**src/rtl/frc_pkg.sv**
```systemverilog
package frc_pkg;
    localparam int ADDR_W = 3;

    typedef enum logic [ADDR_W-1:0] {
        ADR_MODE  = 3'd0,
        ADR_POL   = 3'd1,
        ADR_ENA   = 3'd2,
        ADR_FSET  = 3'd3,
        ADR_FCLR  = 3'd4,
        ADR_FSTAT = 3'd5,
        ADR_FVEC  = 3'd6,
        ADR_NPEND = 3'd7
    } frc_addr_e;
endpackage

```
**src/rtl/frc_sync.sv**
```systemverilog
module frc_sync #(
    parameter int W = 8
) (
    input  logic         clk,
    input  logic         rst_n,
    input  logic [W-1:0] d,
    output logic [W-1:0] q
);
    logic [W-1:0] meta_q, meta_d, out_q, out_d;

    always_comb begin
        meta_d = d;
        out_d  = meta_q;
    end

    always_ff @(posedge clk or negedge rst_n) begin
        if (!rst_n) begin
            meta_q <= '0;
            out_q  <= '0;
        end else begin
            meta_q <= meta_d;
            out_q  <= out_d;
        end
    end

    assign q = out_q;
endmodule

```
**src/rtl/frc_edge.sv**
```systemverilog
module frc_edge #(
    parameter int W = 8
) (
    input  logic         clk,
    input  logic         rst_n,
    input  logic [W-1:0] s,
    input  logic [W-1:0] inv,
    output logic [W-1:0] lvl,
    output logic [W-1:0] rise
);
    logic [W-1:0] prev_q, prev_d;

    always_comb prev_d = s;

    always_ff @(posedge clk or negedge rst_n) begin
        if (!rst_n) prev_q <= '0;
        else        prev_q <= prev_d;
    end

    for (genvar i = 0; i < W; i++) begin : g_bit
        // Raw history is kept, so a polarity change alone never looks like an edge.
        assign lvl[i]  = s[i] ^ inv[i];
        assign rise[i] = (s[i] ^ inv[i]) & ~(prev_q[i] ^ inv[i]);
    end
endmodule

```
**src/rtl/frc_fast_route.sv**
```systemverilog
module frc_fast_route
    import frc_pkg::*;
#(
    parameter int N_SRC  = 8,
    parameter int DATA_W = 32
) (
    input  logic              clk,
    input  logic              rst_n,
    input  logic [N_SRC-1:0]  src_i,
    input  logic              bus_wr,
    input  logic              bus_rd,
    input  logic [ADDR_W-1:0] bus_addr,
    input  logic [DATA_W-1:0] bus_wdata,
    output logic [DATA_W-1:0] bus_rdata,
    output logic [N_SRC-1:0]  irq_pend_o,
    output logic              fiq_n_o
);
    localparam logic [N_SRC-1:0] DEDICATED = N_SRC'(1);

    typedef struct packed {
        logic [N_SRC-1:0]  mode;
        logic [N_SRC-1:0]  pol;
        logic [N_SRC-1:0]  ena;
        logic [N_SRC-1:0]  fstat;
        logic [N_SRC-1:0]  npend;
        logic [N_SRC-1:0]  fpend;
        logic [DATA_W-1:0] fvec;
    } state_t;

    state_t state_q, state_d;

    logic [N_SRC-1:0] src_s, lvl, rise, route, wbits, fast_req;
    logic             fack;

    frc_sync #(.W(N_SRC)) u_sync (
        .clk(clk), .rst_n(rst_n), .d(src_i), .q(src_s)
    );

    frc_edge #(.W(N_SRC)) u_edge (
        .clk(clk), .rst_n(rst_n), .s(src_s), .inv(state_q.pol),
        .lvl(lvl), .rise(rise)
    );

    assign route = state_q.fstat | DEDICATED;
    assign wbits = bus_wdata[N_SRC-1:0];
    assign fack  = bus_rd && (bus_addr == ADR_FVEC);

    always_comb begin
        state_d = state_q;

        // Edge latching: the routing decides which flag an edge lands in.
        state_d.fpend = (fack ? '0 : state_q.fpend) | (rise & state_q.mode & route);
        state_d.npend = state_q.npend | (rise & state_q.mode & ~route);

        if (bus_wr) begin
            unique case (bus_addr)
                ADR_MODE:  state_d.mode  = wbits;
                ADR_POL:   state_d.pol   = wbits;
                ADR_ENA:   state_d.ena   = wbits;
                ADR_FSET:  state_d.fstat = state_q.fstat | wbits;
                ADR_FCLR:  state_d.fstat = state_q.fstat & ~wbits;
                ADR_FVEC:  state_d.fvec  = bus_wdata;
                ADR_NPEND: state_d.npend = (state_q.npend & ~wbits)
                                         | (rise & state_q.mode & ~route);
                default:   ;
            endcase
        end
    end

    always_ff @(posedge clk or negedge rst_n) begin
        if (!rst_n) state_q <= '0;
        else        state_q <= state_d;
    end

    always_comb begin
        unique case (bus_addr)
            ADR_MODE:  bus_rdata = DATA_W'(state_q.mode);
            ADR_POL:   bus_rdata = DATA_W'(state_q.pol);
            ADR_ENA:   bus_rdata = DATA_W'(state_q.ena);
            ADR_FSTAT: bus_rdata = DATA_W'(state_q.fstat);
            ADR_FVEC:  bus_rdata = state_q.fvec;
            ADR_NPEND: bus_rdata = DATA_W'(state_q.npend);
            default:   bus_rdata = '0;
        endcase
    end

    assign fast_req   = route & ((state_q.mode & state_q.fpend) | (~state_q.mode & lvl));
    assign fiq_n_o    = ~(|fast_req);
    assign irq_pend_o = ~route & state_q.ena
                      & ((state_q.mode & state_q.npend) | (~state_q.mode & lvl));
endmodule

```
**config.mk**
```make
export PLATFORM = sky130hd
export DESIGN_NAME = frc_fast_route
export DESIGN_NICKNAME = d
export VERILOG_FILES = /design/src/rtl/frc_pkg.sv /design/src/rtl/frc_sync.sv /design/src/rtl/frc_edge.sv /design/src/rtl/frc_fast_route.sv
export SDC_FILE = /design/constraint.sdc
export NUM_CORES = 1
export LEC_CHECK = 0
export ABC_AREA = 1
export BUFFER_PORTS_ARGS = -buffer_cell sky130_fd_sc_hd__buf_2
export CORE_MARGIN = 2
export CORE_UTILIZATION = 50
export CTS_CLUSTER_SIZE = 28
export DETAILED_ROUTE_END_ITERATION = 12
export GPL_ROUTABILITY_DRIVEN = 0
export PLACE_DENSITY_LB_ADDON = 0.15
export SETUP_SLACK_MARGIN = 0.05
export SYNTH_ARGS = -nofsm -noshare
export SYNTH_HDL_FRONTEND = slang
export SYNTH_SLANG_ARGS = --single-unit
```
**constraint.sdc**
```tcl
create_clock -name clk -period 2.2 [get_ports clk]
set_input_delay 0.66 -clock clk [delete_from_list [all_inputs] [get_ports clk]]
set_output_delay 0.66 -clock clk [all_outputs]
set_load 0.03 [all_outputs]
```
Word level (Yosys, flattened, before mapping)

Index checks and enable logic that the tools add are counted.

Equal/unequal tests: 7
Multiplexer cells: 5
Bitwise gates (word level): 53
Reduce and logical (&&, ||, !) cells: 9

Operator list:

| cell                 | number |
|---|---|
| $pmux W32 S6         | 1 |
| $and A8 B8 Y8        | 11 |
| $or A8 B8 Y8         | 6 |
| $mux W8              | 3 |
| $not A8 Y8           | 3 |
| $pmux W8 S2          | 1 |
| $xor A1 B1 Y1        | 16 |
| $eq A3 B3 Y1 const B | 4 |
| $reduce_and A2 Y1    | 5 |
| $not A1 Y1           | 9 |
| $and A1 B1 Y1        | 8 |
| $reduce_or A8 Y1     | 1 |
| $eq A3 B2 Y1 const B | 2 |
| $eq A3 B1 Y1 const B | 1 |
| $logic_not A3 Y1     | 1 |
| $reduce_bool A2 Y1   | 1 |
| $logic_and A1 B1 Y1  | 1 |

Register bits after elaboration: 104
Input port bits: 47
Output and inout port bits: 41

Longest topological paths before layout

Gate-level depths: netlist (run 1).

Depth after elaboration: 8
Gate-level depth with buffers: 9

By module

From an unflattened synthesis (run 1), not the netlist that was laid out.

Cell total of the unflattened synthesis: 579
Area total of the unflattened synthesis: 4759.6 um^2

By module, submodules not included:

| module         | instances | cells an instance | area an instance (um^2) | sequential area each (um^2) |
|---|---|---|---|---|
| frc_fast_route | 1         | 499               | 3888.7                  | 2001.9 |
| frc_edge       | 1         | 64                | 470.5                   | 200.2 |
| frc_sync       | 1         | 16                | 400.4                   | 400.4 |

Least setup slack after synthesis (run 1)

No wires, ideal clock.

Path kind: input to output
From: in bus_addr[0]
To: out bus_rdata[10]
Data arrival time: 1655 ps
Required time: 1540 ps
Slack: -115 ps
Stages on the path: 6
Path buffers: 1
Path through: inv_1 > nand2_2 > nor2_8 > inv_2 > buf_2 > nor2_1

Word-level cells in the longest chain between the ends: 2

Ends and longest elaborated chain:

| what                                       | line                 | text |
|---|---|---|
| start, declared                            | frc_fast_route.sv:12 | `input logic [ADDR_W-1:0] bus_addr,` |
| $eq A3 B3 Y1, or another cell as far along | frc_fast_route.sv:76 | `unique case (bus_addr)` |
| $pmux W32 S6 *                             | frc_fast_route.sv:76 |  |
| end, declared                              | frc_fast_route.sv:14 | `output logic [DATA_W-1:0] bus_rdata,` |

Every way passes the cells marked *; elsewhere a longest branch is shown, timed or not.

Worst setup path in the final report (run 1)

From: in bus_addr[0]
To: out bus_rdata[5]

The elaborated chain is that of the path after synthesis.

==> results.sh, run 1 <==
export IMPL_cts_buffers=9
export IMPL_antenna_cells=0
export IMPL_die_h_um=100
export IMPL_place_hpwl_mm=7.74
export IMPL_combPwrFrac=0.277
export IMPL_power_density_mw_per_mm2=806
export IMPL_drv_cap=0
export IMPL_hold_path_class="in -> async"
export IMPL_worst_slack_ns=-0.168
export IMPL_ys_ff_latch=104
export IMPL_grt_usage=0.251
export IMPL_p_leak_uw=0.00320
export IMPL_fp_dieArea_mm2=0.0101
export IMPL_synth_seq_area_share=0.560
export IMPL_final_core_util=0.680
export IMPL_drive_gt1_frac=0.316
export IMPL_crit_fanout=4
export IMPL_clkPwrFrac=0.223
export IMPL_cts_tree="done"
export IMPL_timing_fmax_mhz=422
export IMPL_syn2layout_area_growth_pct=33.3
export IMPL_ys_warn_count=0
export IMPL_synth_avg_cell_area_um2=8.36
export IMPL_antenna_left=0
export IMPL_io_buffer_count=86
export IMPL_clockBufferDepth=2
export IMPL_syn_inst=556
export IMPL_n_fill_cell=751
export IMPL_fin_skew_ns=0.00585
export IMPL_sw_frac_of_total=0.350
export IMPL_finalSetupViolations=32
export IMPL_wl_mm=12.1
export IMPL_start_util=0.510
export IMPL_grt_pass1_wl_mm=19.6
export IMPL_ios=88
export IMPL_cp_arrival_ns=1.71
export IMPL_p_sw_uw=1750
export IMPL_worstSetupPathType="in -> out"
export IMPL_clk_pin_slew_ns=0.10
export IMPL_hold_viol=0
export IMPL_viasPerCell=5.19
export IMPL_die_w_um=100
export IMPL_worst_ep_required_time_ns=1.54
export IMPL_worstSetupStartpointType="primary input"
export IMPL_num_vias=4125
export IMPL_setup_worst_path_end_class="primary output"
export IMPL_violations="negative setup slack"
export IMPL_wire_per_inst_um=15.2
export IMPL_h_tree_depth=3
export IMPL_period_minus_slack_ns=2.37
export IMPL_dr_pass1_iters=4
export IMPL_rows=35
export IMPL_antenna_found_initial=0
export IMPL_ctsRootBufferMaster="clkbuf_8"
export IMPL_final_area_mm2=0.00619
export IMPL_p_total_uw=4990
export IMPL_clock_sinks=104
export IMPL_reg2reg_depth=6
export IMPL_slew_violations=0
export IMPL_final_net_count=727
export IMPL_placed_cell_area_mm2=0.00540
export IMPL_internal_power_uw=3240
export IMPL_vdd_ir_drop_worst_mv=0.510
export IMPL_seq_power_share=0.501
export IMPL_grt_ovfl_total=0
export IMPL_drc=0
export IMPL_drt_iter0_drc=213
export IMPL_grt_pass1_vias=4084
export IMPL_syn_nets=603
export IMPL_run_status="finished, violations left"
export IMPL_fin_crit_sh=1.08
export IMPL_synth_area_mm2=0.00465
export IMPL_core_area_mm2=0.00911
export IMPL_holdWs_ns=0.176
export IMPL_clk_latency_ns=0.36
export IMPL_rsz0062_at_grt="yes"
export IMPL_grt_max_degree=27
export IMPL_yosysUniqueCellTypes=25
[routing by layer]
| layer | wire length [um] | GRT usage | up-vias |
|---|---|---|---|
| met2 | 5830 | 0.407 | 150 |
| met5 | 0 | 0 | - |
| met3 | 878 | 0.0564 | 20 |
| li1 | - | - | 2014 |
| met4 | 248 | 0.0790 | 0 |
| met1 | 5130 | 0.339 | 1941 |
[power groups by stage]
stage | Clock, uW | Sequential, uW | Combinational, uW
final | 1110 | 2500 | 1380
after global routing | 1210 | 2540 | 1530
after CTS | 1140 | 2490 | 1290
after detailed placement | 0 | 2520 | 1140
after global placement | 0 | 2510 | 1110
after floorplan | 0 | 2460 | 811
[final timing paths]
path | end | slack, ns | startpoint
worst max-delay path | bus_rdata[5] | -0.17 | bus_addr[0]
worst min-delay path | state_q[44]$_DFF_PN0_ | 0.18 | rst_n
worst max register to register | state_q[47]$_DFF_PN0_ | 0.95 | state_q[71]$_DFFE_PN0P_
worst min register to register | u_sync.q[4]$_DFF_PN0_ | 0.36 | u_sync.meta_q[4]$_DFF_PN0_
max in group asynchronous | state_q[5]$_DFFE_PN0P_ | 1.41 | rst_n
min in group clk | u_sync.q[4]$_DFF_PN0_ | 0.36 | u_sync.meta_q[4]$_DFF_PN0_
[stage by stage]
stage | setup WS (ns) | cells | TNS, ns
2_1_floorplan | -0.0249 | 556 | -0.499
3_3_place_gp | -0.237 | 761 | -5.98
3_5_place_dp | -0.285 | 761 | -6.68
4_1_cts | -0.0735 | 788 | -0.423
5_1_grt | -0.169 | 795 | -2.61
6_report | -0.168 | 795 | -1.22
[cells in the mapped netlist, drive strengths merged]
library cell	count	area [um2]
a22oi	2	15.0
o22ai	7	43.8
nand2	138	543
buf	14	81.3
o21ai	64	320
xor2	1	8.76
dfrtp	104	2600
conb	1	3.75
o31ai	8	60.1
nor3	1	5.00
nand3	9	45.0
nor2	76	312
inv	83	312
a21oi	37	185
o211ai	4	30.0
o2111a	7	78.8
[cells in the final DEF (no fill, tap or decap), types with 8 or more instances in the layout]
master	netlist	layout
nor2_1	73	48
nor2_4	1	10
nand2_1	132	111
o31ai_1	8	8
nor2_2	1	18
a21oi_1	37	37
nand2_2	4	21
clkbuf_8	0	9
buf_2	11	47
inv_2	3	10
buf_6	1	32
o21ai_0	63	55
inv_1	80	70
dfrtp_1	104	104
buf_4	2	39
[cell families after synthesis]
family | share of synthesized area
buffers and inverters | 0.0846
AND/OR/NAND/NOR | 0.195
AO/OA/AOI/OAI | 0.158
flip-flops | 0.560
other | 0.000807
XOR/XNOR | 0.00189
[layout make-up]
cell class              instances  area [um2]  area share
clock buffers                   9         124      0.0200
clock inverters                 6        51.3     0.00828
inverters                      83         332      0.0535
multi-input cells             356        1890       0.305
flip-flops and latches        104        2600       0.420
well taps                     111         139      0.0224
repair buffers                126        1060       0.171
[sequential cells by signal (all words and copies together), names as in the netlist, named ones only]
name	flops
u_sync.q	8
u_sync.meta_q	8
u_edge.prev_q	8
state_q	72
[repair_timing]
item	in CTS	in global routing
endpoints found under the setup margin	33	37
buffers inserted	10	7
pin swaps	19	15
hold buffers	0	0
cloned	2	0
gates resized for setup	113	38
[worst max-delay path: stages]
cell	delay [ns]
buf_12	0.11
clkinv_8	0.06
nor2_4	0.21
nand2_4	0.10
inv_4	0.08
buf_6	0.12
nand2_2	0.04
o211ai_1	0.11
buf_4	0.21
Note: power is estimated with default switching activity, not from simulation.
==> inputs of run 2 (changes only) <==
- BUFFER_PORTS_ARGS: -buffer_cell sky130_fd_sc_hd__buf_2 -> not set
- DONT_BUFFER_PORTS: not set -> 1
- MAX_ROUTING_LAYER: not set -> met4
==> results.sh, run 2 (same netlist as run 1, synthesis figures left out) <==
export IMPL_place_hpwl_mm=7.17
export IMPL_violations="negative hold slack, negative setup slack"
export IMPL_layout_common_cells="nand2_1, dfrtp_1, inv_1"
export IMPL_die_h_um=100
export IMPL_viasPerCell=5.32
export IMPL_start_util=0.510
export IMPL_rows=35
export IMPL_finalSetupViolations=1
export IMPL_power_density_mw_per_mm2=859
export IMPL_crit_buf_inv=3
export IMPL_crit_chain="inv_2 > nand2_2 > nand2_2 > nand2_2 > nand2_2 > nand2_1 > inv_2 > nand2_1 > nor2_2 > buf_6"
export IMPL_drive_gt1_frac=0.241
export IMPL_hold_viol=104
export IMPL_ctsRootBufferMaster="clkbuf_8"
export IMPL_clock_sinks=104
export IMPL_final_common_cell="nand2_1"
export IMPL_post_place_cells=695
export IMPL_grt_pass1_wl_mm=17.8
export IMPL_slowest_stage="dfrtp_1"
export IMPL_clockBufferDepth=2
export IMPL_syn2layout_area_growth_pct=20.7
export IMPL_final_cells=724
export IMPL_holdWs_ns=-0.0301
export IMPL_antenna_left=0
export IMPL_crit_top_cell="nand2_2"
export IMPL_worst_ep_required_time_ns=1.54
export IMPL_fin_crit_sh=1.05
export IMPL_n_fill_cell=784
export IMPL_num_vias=3854
export IMPL_placed_cell_area_mm2=0.00512
export IMPL_period_minus_slack_ns=2.31
export IMPL_largest_register="state_q"
export IMPL_cp_arrival_ns=1.65
export IMPL_cts_tree="done"
export IMPL_core_area_mm2=0.00911
export IMPL_grt_max_degree=105
export IMPL_p_leak_uw=0.00284
export IMPL_cpLargestDelayFamily="simple AND/OR/NAND/NOR gates"
export IMPL_worstSetupPathType="reg -> out"
export IMPL_die_w_um=100
export IMPL_timing_fmax_mhz=433
export IMPL_worst_slew_pin_slew_ns=0.622
export IMPL_hold_path_class="in -> async"
export IMPL_r2r_setup_slack_ns=1.11
export IMPL_final_area_mm2=0.00561
export IMPL_worst_slack_ns=-0.108
export IMPL_antenna_cells=0
export IMPL_run_status="finished, violations left"
export IMPL_clk_pin_slew_ns=0.10
export IMPL_drc=0
export IMPL_largest_register_ff_count=72
export IMPL_multi_input_area_mm2=0.00184
export IMPL_rsz0062_at_grt="yes"
export IMPL_fin_skew_ns=0.00892
export IMPL_h_tree_depth=3
export IMPL_regArea_mm2=0.00260
export IMPL_post_place_ws_ns=-0.131
export IMPL_io_buffer_count=0
export IMPL_grt_usage=0.234
export IMPL_cts_buffers=9
export IMPL_grt_pass1_vias=3680
export IMPL_setup_worst_path_end_class="primary output"
export IMPL_antenna_found_initial=0
export IMPL_ios=88
export IMPL_drt_iter0_drc=224
export IMPL_drv_cap=0
export IMPL_relSlewSlack=0.586
export IMPL_worstSetupStartpointType="flip-flop"
export IMPL_final_net_count=656
export IMPL_wl_mm=11.2
export IMPL_wire_per_inst_um=15.5
export IMPL_fp_dieArea_mm2=0.0101
export IMPL_vdd_ir_drop_worst_mv=0.389
export IMPL_grt_ovfl_total=0
export IMPL_slowest_delay_ns=0.44
export IMPL_clk_latency_ns=0.38
export IMPL_slew_violations=0
export IMPL_dr_pass1_iters=4
export IMPL_crit_fanout=4
[run 2: final timing paths]
kind                            cells after the start                        from                          to
worst min register to register                      0  u_sync.meta_q[4]$_DFF_PN0_       u_sync.q[4]$_DFF_PN0_
worst min-delay path                                0                       rst_n  u_edge.prev_q[4]$_DFF_PN0_
min in group clk                                    0                    src_i[5]  u_sync.meta_q[5]$_DFF_PN0_
worst max register to register                      5     state_q[69]$_DFFE_PN0P_       state_q[45]$_DFF_PN0_
max in group asynchronous                           0                       rst_n     state_q[63]$_DFFE_PN0P_
worst max-delay path                               10     state_q[71]$_DFFE_PN0P_                     fiq_n_o
[run 2: metal layers]
| layer | vias to the layer above | share of wire | global-route usage |
|---|---|---|---|
| met1 | 1817 | 0.45 | 0.311 |
| li1 | 1866 | - | - |
| met3 | 23 | 0.069 | 0.0655 |
| met4 | 0 | 0.023 | 0.0759 |
| met2 | 148 | 0.45 | 0.351 |
| met5 | - | 0 | - |
[run 2: stage by stage]
stage | TNS, ns | util | hold slack (ns) | power, uW
floorplan | -0.499 | - | 0.331 | 3270
global placement | -1.51 | 0.562 | 0.332 | 3550
detailed placement | -2.51 | 0.562 | 0.335 | 3600
CTS | -0.109 | 0.596 | -0.0468 | 4730
global route | -0.267 | 0.616 | -0.0686 | 5100
finish | -0.108 | 0.616 | -0.0301 | 4820
[run 2: worst reg2reg max path, cell delays in order (launching register included)]
cell	delay, ns
dfrtp_1	0.39
inv_2	0.04
buf_4	0.13
a21oi_1	0.14
nand3_1	0.12
o21ai_0	0.18
[run 2: repair_timing]
| action | CTS | global route |
|---|---|---|
| cloned | 1 | 0 |
| gates resized for setup | 25 | 48 |
| setup endpoints to repair | 33 | 14 |
| pin swaps | 11 | 26 |
| setup buffers | 1 | 13 |
| endpoints found under the hold margin | 104 | 104 |
[run 2: layout make-up]
type | instances | share of cell area
Clock buffer | 9 | 0.0221
Timing Repair Buffer | 56 | 0.0908
Tap cell | 111 | 0.0248
Clock inverter | 6 | 0.00915
Sequential cell | 104 | 0.464
Multi-Input combinational cell | 355 | 0.328
Inverter | 83 | 0.0611
[run 2: power by group]
| group | leakage, uW | switching (uW) | internal, uW |
|---|---|---|---|
| combinational | 0.00154 | 725 | 473 |
| sequential | 0.00121 | 235 | 2270 |
| clock | 0.0000867 | 690 | 422 |
